--- src/rtl/ring_pkg.sv ---
`timescale 1ns/1ps
package ring_pkg;
  localparam int WORD_W = 9;
  typedef logic [WORD_W-1:0] bus_word_t;

  // data in bits 7:0, bit 8 makes the total count of ones odd
  function automatic bus_word_t encode_byte(input logic [7:0] b);
    return {~^b, b};
  endfunction

  // encoding of zero with parity flipped: a consumer that runs ahead sees a parity error
  localparam bus_word_t POISON_WORD = 9'h000;
endpackage

--- src/rtl/ring_store.sv ---
`timescale 1ns/1ps
module ring_store
  import ring_pkg::*;
#(
  parameter int DEPTH = 256,
  parameter int IDX_W = 8
)(
  input  logic             clk,
  input  logic             wr_en,
  input  logic [IDX_W-1:0] wr_idx,
  input  bus_word_t        wr_word,
  input  logic [IDX_W-1:0] rd_idx,
  output bus_word_t        rd_word
);
  bus_word_t slots [DEPTH];

  always_ff @(posedge clk) begin
    if (wr_en) slots[wr_idx] <= wr_word;
  end

  assign rd_word = slots[rd_idx];
endmodule

--- src/rtl/ring_credit.sv ---
`timescale 1ns/1ps
module ring_credit #(
  parameter int DEPTH = 256,
  parameter int IDX_W = 8,
  parameter int PTR_W = 9
)(
  input  logic             clk,
  input  logic             rst_n,
  input  logic             clr,
  input  logic             take_en,
  input  logic [IDX_W-1:0] rd_lo,
  input  logic             work_pending,
  output logic [PTR_W-1:0] fill_to,
  output logic             overrun
);
  localparam logic [PTR_W-1:0] HALF_STEP = PTR_W'(DEPTH / 2);
  localparam logic [PTR_W-1:0] INIT_LIM  = PTR_W'(DEPTH);

  logic half_q, half_d, full_q, full_d;
  logic [PTR_W-1:0] lim_q, lim_d;
  logic at_edge, hit_half, hit_full, grant;

  always_comb begin
    at_edge  = take_en && (&rd_lo[IDX_W-2:0]);
    hit_half = at_edge && !rd_lo[IDX_W-1];
    hit_full = at_edge && rd_lo[IDX_W-1];
    grant    = !work_pending && (half_q ^ full_q);
    if (clr) begin
      half_d = 1'b0;
      full_d = 1'b0;
      lim_d  = INIT_LIM;
    end else begin
      half_d = (half_q && !grant) || hit_half;
      full_d = (full_q && !grant) || hit_full;
      lim_d  = grant ? lim_q + HALF_STEP : lim_q;
    end
  end

  always_ff @(posedge clk or negedge rst_n) begin
    if (!rst_n) begin
      half_q <= 1'b0;
      full_q <= 1'b0;
      lim_q  <= INIT_LIM;
    end else begin
      half_q <= half_d;
      full_q <= full_d;
      lim_q  <= lim_d;
    end
  end

  assign fill_to = lim_q;
  assign overrun = half_q && full_q;
endmodule

--- src/rtl/ring_watchdog.sv ---
`timescale 1ns/1ps
module ring_watchdog #(
  parameter int LIMIT = 4096,
  parameter int CNT_W = 13
)(
  input  logic clk,
  input  logic rst_n,
  input  logic arm,
  output logic expire
);
  logic [CNT_W-1:0] cnt_q, cnt_d;

  always_comb begin
    expire = arm && (cnt_q == CNT_W'(LIMIT - 1));
    cnt_d  = arm ? cnt_q + 1'b1 : '0;
  end

  always_ff @(posedge clk or negedge rst_n) begin
    if (!rst_n) cnt_q <= '0;
    else        cnt_q <= cnt_d;
  end
endmodule

--- src/rtl/ring_refill_ctrl.sv ---
`timescale 1ns/1ps
module ring_refill_ctrl
  import ring_pkg::*;
#(
  parameter int ADDR_W      = 16,
  parameter int LEN_W       = 16,
  parameter int DEPTH       = 256,
  parameter int TIMEOUT_CYC = 4096
)(
  input  logic              clk,
  input  logic              rst_n,
  input  logic              req_valid,
  input  logic [ADDR_W-1:0] req_addr,
  input  logic [LEN_W-1:0]  req_len,
  output logic              req_ready,
  output logic              mem_rd_en,
  output logic [ADDR_W-1:0] mem_rd_addr,
  input  logic [7:0]        mem_rd_data,
  input  logic              mem_rd_ready,
  output logic [8:0]        seq_word,
  input  logic              seq_take,
  input  logic              seq_done,
  input  logic [ADDR_W-1:0] query_addr,
  output logic              query_pending,
  input  logic              flush_req,
  output logic              flush_timeout,
  output logic              busy,
  output logic              overrun_flag
);
  localparam int IDX_W = $clog2(DEPTH);
  localparam int PTR_W = IDX_W + 1;
  localparam int TMO_W = $clog2(TIMEOUT_CYC + 1);

  logic              busy_q, busy_d;
  logic [ADDR_W-1:0] act_base_q, act_base_d;
  logic [LEN_W-1:0]  act_len_q, act_len_d;
  logic [LEN_W-1:0]  act_done_q, act_done_d;
  logic              q_valid_q, q_valid_d;
  logic [ADDR_W-1:0] q_base_q, q_base_d;
  logic [LEN_W-1:0]  q_len_q, q_len_d;
  logic [PTR_W-1:0]  wr_ptr_q, wr_ptr_d;
  logic [IDX_W-1:0]  rd_ptr_q, rd_ptr_d;
  logic              ovr_q, ovr_d, tmo_q, tmo_d;

  logic [PTR_W-1:0]  fill_to, space;
  logic [LEN_W-1:0]  remain;
  logic [ADDR_W-1:0] act_end, q_end, act_off, q_off;
  logic copy_work, copy_go, poison_go, promote, stop_now;
  logic ovr_hit, tmo_hit, join_act, join_q, fill_q, accept;
  bus_word_t wr_word;

  // datapath decode
  always_comb begin
    space     = fill_to - wr_ptr_q;
    remain    = act_len_q - act_done_q;
    copy_work = busy_q && (remain != '0) && (space != '0);
    copy_go   = copy_work && mem_rd_ready;
    poison_go = busy_q && !copy_go && (space != '0);
    promote   = busy_q && q_valid_q && (remain == '0);
    stop_now  = busy_q && (ovr_hit || tmo_hit || (seq_done && !q_valid_q));
    act_end   = act_base_q + ADDR_W'(act_len_q);
    q_end     = q_base_q + ADDR_W'(q_len_q);
    act_off   = query_addr - act_base_q;
    q_off     = query_addr - q_base_q;
    join_act  = busy_q && !q_valid_q && (req_addr == act_end);
    join_q    = busy_q && q_valid_q && (req_addr == q_end);
    fill_q    = busy_q && !q_valid_q && !join_act;
    req_ready = !busy_q || (!promote && !stop_now && (join_act || join_q || fill_q));
    accept    = req_valid && req_ready;
    wr_word   = copy_go ? encode_byte(mem_rd_data) : POISON_WORD;
  end

  // next state
  always_comb begin
    busy_d     = busy_q;
    act_base_d = act_base_q;
    act_len_d  = act_len_q;
    act_done_d = act_done_q;
    q_valid_d  = q_valid_q;
    q_base_d   = q_base_q;
    q_len_d    = q_len_q;
    wr_ptr_d   = wr_ptr_q;
    rd_ptr_d   = rd_ptr_q;
    ovr_d      = ovr_q;
    tmo_d      = tmo_q;
    if (!busy_q) begin
      if (accept) begin
        busy_d     = 1'b1;
        act_base_d = req_addr;
        act_len_d  = req_len;
        act_done_d = '0;
        q_valid_d  = 1'b0;
        wr_ptr_d   = '0;
        rd_ptr_d   = '0;
        ovr_d      = 1'b0;
        tmo_d      = 1'b0;
      end
    end else if (stop_now) begin
      busy_d     = 1'b0;
      act_base_d = '0;
      act_len_d  = '0;
      act_done_d = '0;
      q_valid_d  = 1'b0;
      q_base_d   = '0;
      q_len_d    = '0;
      wr_ptr_d   = '0;
      rd_ptr_d   = '0;
      ovr_d      = ovr_q || ovr_hit;
      tmo_d      = tmo_q || tmo_hit;
    end else begin
      if (copy_go) begin
        act_done_d = act_done_q + 1'b1;
        wr_ptr_d   = wr_ptr_q + 1'b1;
      end
      if (seq_take) rd_ptr_d = rd_ptr_q + 1'b1;
      if (promote) begin
        act_base_d = q_base_q;
        act_len_d  = q_len_q;
        act_done_d = '0;
        q_valid_d  = 1'b0;
        q_base_d   = '0;
        q_len_d    = '0;
      end else if (accept) begin
        if (join_act) begin
          act_len_d = act_len_q + req_len;
        end else if (join_q) begin
          q_len_d = q_len_q + req_len;
        end else begin
          q_valid_d = 1'b1;
          q_base_d  = req_addr;
          q_len_d   = req_len;
        end
      end
    end
  end

  always_ff @(posedge clk or negedge rst_n) begin
    if (!rst_n) begin
      busy_q     <= 1'b0;
      act_base_q <= '0;
      act_len_q  <= '0;
      act_done_q <= '0;
      q_valid_q  <= 1'b0;
      q_base_q   <= '0;
      q_len_q    <= '0;
      wr_ptr_q   <= '0;
      rd_ptr_q   <= '0;
      ovr_q      <= 1'b0;
      tmo_q      <= 1'b0;
    end else begin
      busy_q     <= busy_d;
      act_base_q <= act_base_d;
      act_len_q  <= act_len_d;
      act_done_q <= act_done_d;
      q_valid_q  <= q_valid_d;
      q_base_q   <= q_base_d;
      q_len_q    <= q_len_d;
      wr_ptr_q   <= wr_ptr_d;
      rd_ptr_q   <= rd_ptr_d;
      ovr_q      <= ovr_d;
      tmo_q      <= tmo_d;
    end
  end

  ring_store #(.DEPTH(DEPTH), .IDX_W(IDX_W)) u_store (
    .clk     (clk),
    .wr_en   (copy_go || poison_go),
    .wr_idx  (wr_ptr_q[IDX_W-1:0]),
    .wr_word (wr_word),
    .rd_idx  (rd_ptr_q),
    .rd_word (seq_word)
  );

  ring_credit #(.DEPTH(DEPTH), .IDX_W(IDX_W), .PTR_W(PTR_W)) u_credit (
    .clk          (clk),
    .rst_n        (rst_n),
    .clr          (!busy_q),
    .take_en      (busy_q && seq_take),
    .rd_lo        (rd_ptr_q),
    .work_pending (copy_work),
    .fill_to      (fill_to),
    .overrun      (ovr_hit)
  );

  ring_watchdog #(.LIMIT(TIMEOUT_CYC), .CNT_W(TMO_W)) u_wd (
    .clk    (clk),
    .rst_n  (rst_n),
    .arm    (busy_q && flush_req),
    .expire (tmo_hit)
  );

  assign mem_rd_en     = copy_work;
  assign mem_rd_addr   = act_base_q + ADDR_W'(act_done_q);
  assign query_pending = busy_q &&
                         (((act_off >= ADDR_W'(act_done_q)) && (act_off < ADDR_W'(act_len_q))) ||
                          (q_valid_q && (q_off < ADDR_W'(q_len_q))));
  assign busy          = busy_q;
  assign overrun_flag  = ovr_q;
  assign flush_timeout = tmo_q;
endmodule

--- config.mk ---
export PLATFORM = sky130hd
export DESIGN_NAME = ring_refill_ctrl
export DESIGN_NICKNAME = d
export VERILOG_FILES = /design/src/rtl/ring_pkg.sv /design/src/rtl/ring_store.sv /design/src/rtl/ring_credit.sv /design/src/rtl/ring_watchdog.sv /design/src/rtl/ring_refill_ctrl.sv
export SDC_FILE = /design/constraint.sdc
export NUM_CORES = 2
export LEC_CHECK = 0
export BUFFER_PORTS_ARGS = -buffer_cell sky130_fd_sc_hd__buf_2
export CORE_MARGIN = 3
export CORE_UTILIZATION = 57
export CTS_CLUSTER_SIZE = 30
export DETAILED_ROUTE_END_ITERATION = 16
export GPL_TIMING_DRIVEN = 1
export PLACE_DENSITY_LB_ADDON = 0.3
export SKIP_CTS_REPAIR_TIMING = 1
export SYNTH_ARGS = -nofsm -noshare
export SYNTH_HDL_FRONTEND = slang
export SYNTH_SLANG_ARGS = --single-unit
--- constraint.sdc ---
create_clock -name clk -period 10.08 [get_ports clk]
set_clock_uncertainty 0.05 [all_clocks]
set_input_delay 1.512 -clock clk [delete_from_list [all_inputs] [get_ports clk]]
set_output_delay 1.512 -clock clk [all_outputs]
set_load 0.02 [all_outputs]
==> results.ini <==
[die]
dieHeight_um=428.5
core.rowCount=154
io-pin-count=94
die_x_um=428.5
coreArea_mm2=0.1767
die_area_mm2=0.1836
initial_core_util_pct=57.57

[synthesis]
yosysTopAreaCell=edfxtp_1
ys_types=84
ys_seq_area_share_pct=70.92
synthArstFlopShare_pct=4.872
syn_area_per_cell_um2=19.55
syn_area_mm2=0.1017
synth_top_family_by_area=multiplexers
synth_nets=5450
synth_commonest_cells=edfxtp_1, mux4_2, nor2_1
synth_xor_area_share_pct=1.167
syn_inst=5204
synth_compound_area_share_pct=2.925
synthFlopType=edfxtp_1
muxShareOfSynthArea_pct=17.52
ys_ff_latch=2422
ys_warn_count=0
synth_simple_gate_area_share_pct=3.678
yosysTopAreaCellShare_pct=68.01
synth-adder-area-share_pct=2.322
synth-edff-count=2304
synth_area_leaders=edfxtp_1, mux4_2, dfrtp_1
yosysMostFrequentCell=edfxtp_1

[run]
maxCapViolations=0

[worst_setup_path]
path_max_fanout=2
crit_type=input port to output pin
r2r_cells=11
cp.required_ns=8.52
r2r_start=act_len_q[6]
worstPathArrival_ns=6.09
start_kind=input port
reg2reg_to=u_store.slots[77][8]
cp-end-kind=output pin
r2r_slack_ns=4.43

[placement]
place_congestion=0.8795
dpl-instance-area_mm2=0.1049
io_buffers=93
dpl_worst_slack_ns=2.565
dpl.hpwl_um=145500

[route]
drc=0
wl_per_cell_um=31.79
antenna_left=0
dr.pass1.iters=6
vias=52530
drt_iter0_drc=6458
routed_wl_um=250700
avgViaCountPerCell=6.661

[layout]
final_cell_area_mm2=0.1124
drive_gt1_share_pct=23.67
area_growth_pct=10.45
nNetsFinal=5583

[clocking]
cts_buffers=228
cts_tree=yes
root_buffer=clkbuf_16
h-tree-depth=4
clkLatencyLatePin_ns=0.86
cts_max_path_buffers=3
cts_num_sinks=2422
path_clk_slew_ns=0.06

[sta]
clock.fmax_ghz=0.1307
fin_crit_ns=7.651
relSlewSlack_pct=17.64
rsz0062_at_grt=false
holdWs_ns=0.4392
setup_tns_ns=0
timing.final.ws_setup_ns=2.429
fin_crit_sh_pct=75.90
finalSetupViolCount=0
finalHoldViolations=0
drv_slew=0
tightest_slew_ns=1.231

[global_routing]
grt_pass1_wl_um=367900
grt_pass1_vias=52410
grt_use_total_pct=27.57
grt_overflow=0
grt_max_degree=217
antenna_found_initial=14

[worst_hold_path]
hold_path.startpoint=u_wd.cnt_q[0]
hold_path_depth=1
min-delay-path-class=flip-flop to flip-flop
hold_path_end=u_wd.cnt_q[0]

[pwr]
p_per_area_mw_per_mm2=254.6
leakagePower_nw=36.17
peakVddDrop_mv=0.2948

[run_status]
outcome=finished clean

-- how the worst max path moves through the flow --
stage	start	to	slack [ns]	cells past startpoint
2_1_floorplan	act_len_q[6]	u_store.slots[0][8]	0.05	10
3_3_place_gp	query_addr[0]	query_pending	2.60	20
3_5_place_dp	query_addr[0]	query_pending	2.57	22
4_1_cts	query_addr[0]	query_pending	2.54	20
5_1_grt	query_addr[0]	query_pending	2.23	20
6_report	query_addr[0]	query_pending	2.43	20
-- report_power, final --
| group | leakage (nW) | internal [mW] | total (mW) | switching (mW) |
|---|---|---|---|---|
| sequential | 22.8 | 11.6 | 11.9 | 0.315 |
| clock | 3.59 | 4.77 | 8.51 | 3.74 |
| combinational | 9.77 | 3.51 | 8.22 | 4.71 |
-- worst max-delay path, cell delays in order --
cell and delay [ns]:
buf_2 0.10, inv_1 0.14, ha_1 0.22, inv_1 0.06
fa_1 0.39, a21o_1 0.18, a21oi_1 0.24, o21ai_0 0.14
a21oi_1 0.26, o21bai_1 0.10, a21oi_1 0.24, o21ai_0 0.21
or4_1 0.45, and3_1 0.16, a311o_1 0.31, ha_1 0.31
a21o_1 0.17, a211o_1 0.28, o31ai_1 0.37, buf_2 0.24
-- cells by family (layout without fill, tap and decap cells) --
logic type / after synthesis / in the layout
simple gates: 811 / 811
buf+inv: 391 / 718
fa+ha+maj: 185 / 185
compound gates: 439 / 439
other cells: 0 / 15
xor+xnor: 134 / 134
flops: 2422 / 2422
mux: 822 / 822
-- through the flow --
stage | util (%) | power [mW] | instances
after floorplan | - | 17.73 | 5204
after global placement | 59.38 | 20.12 | 7447
after detailed placement | 59.38 | 20.24 | 7447
after CTS | 63.57 | 28.69 | 7871
after global routing | 63.57 | 29.67 | 7874
final | 63.59 | 28.60 | 7886
-- cell usage in the layout (no fill, tap or decap), drive strengths merged, types with 27 or more instances in the layout --
master,synthesis,routed
a21oi,98,98
and3,42,42
buf,70,153
clkbuf,180,291
clkinv,1,99
dfrtp,117,117
edfxtp,2304,2304
ha,176,176
inv,140,147
mux2i,42,42
mux4,765,765
nand2,128,128
nand3,55,55
nor2,373,373
nor2b,27,27
nor3,69,69
o21ai,97,97
xnor2,96,96
xor2,37,37
-- state kept, by name, indices dropped and copies added, names as in the netlist, 2 cells and up --
register and cells:
u_store.slots 2304, act_base_q 16, act_done_q 16, act_len_q 16
q_base_q 16, q_len_q 16, u_wd.cnt_q 13, wr_ptr_q 9
rd_ptr_q 8, u_credit.fill_to 2
-- layer usage --
metal  GRT usage [%]  share of wire (%)
met3           5.897                9.4
met2           43.18                 48
met5               0              0.020
met1           39.15                 39
met4           9.622                3.5
-- final cells by class --
type / instances / area, µm²
inverters: 141 / 529.3
clock buffers: 291 / 6016
fillers: 11600 / 64330
well taps: 2340 / 2928
multi-input cells: 2391 / 28180
repair buffers: 153 / 1135
diodes: 15 / 37.54
clock inverters: 133 / 1379
flip-flops and latches: 2422 / 72160
No activity file was read; power rests on OpenSTA's default activity.
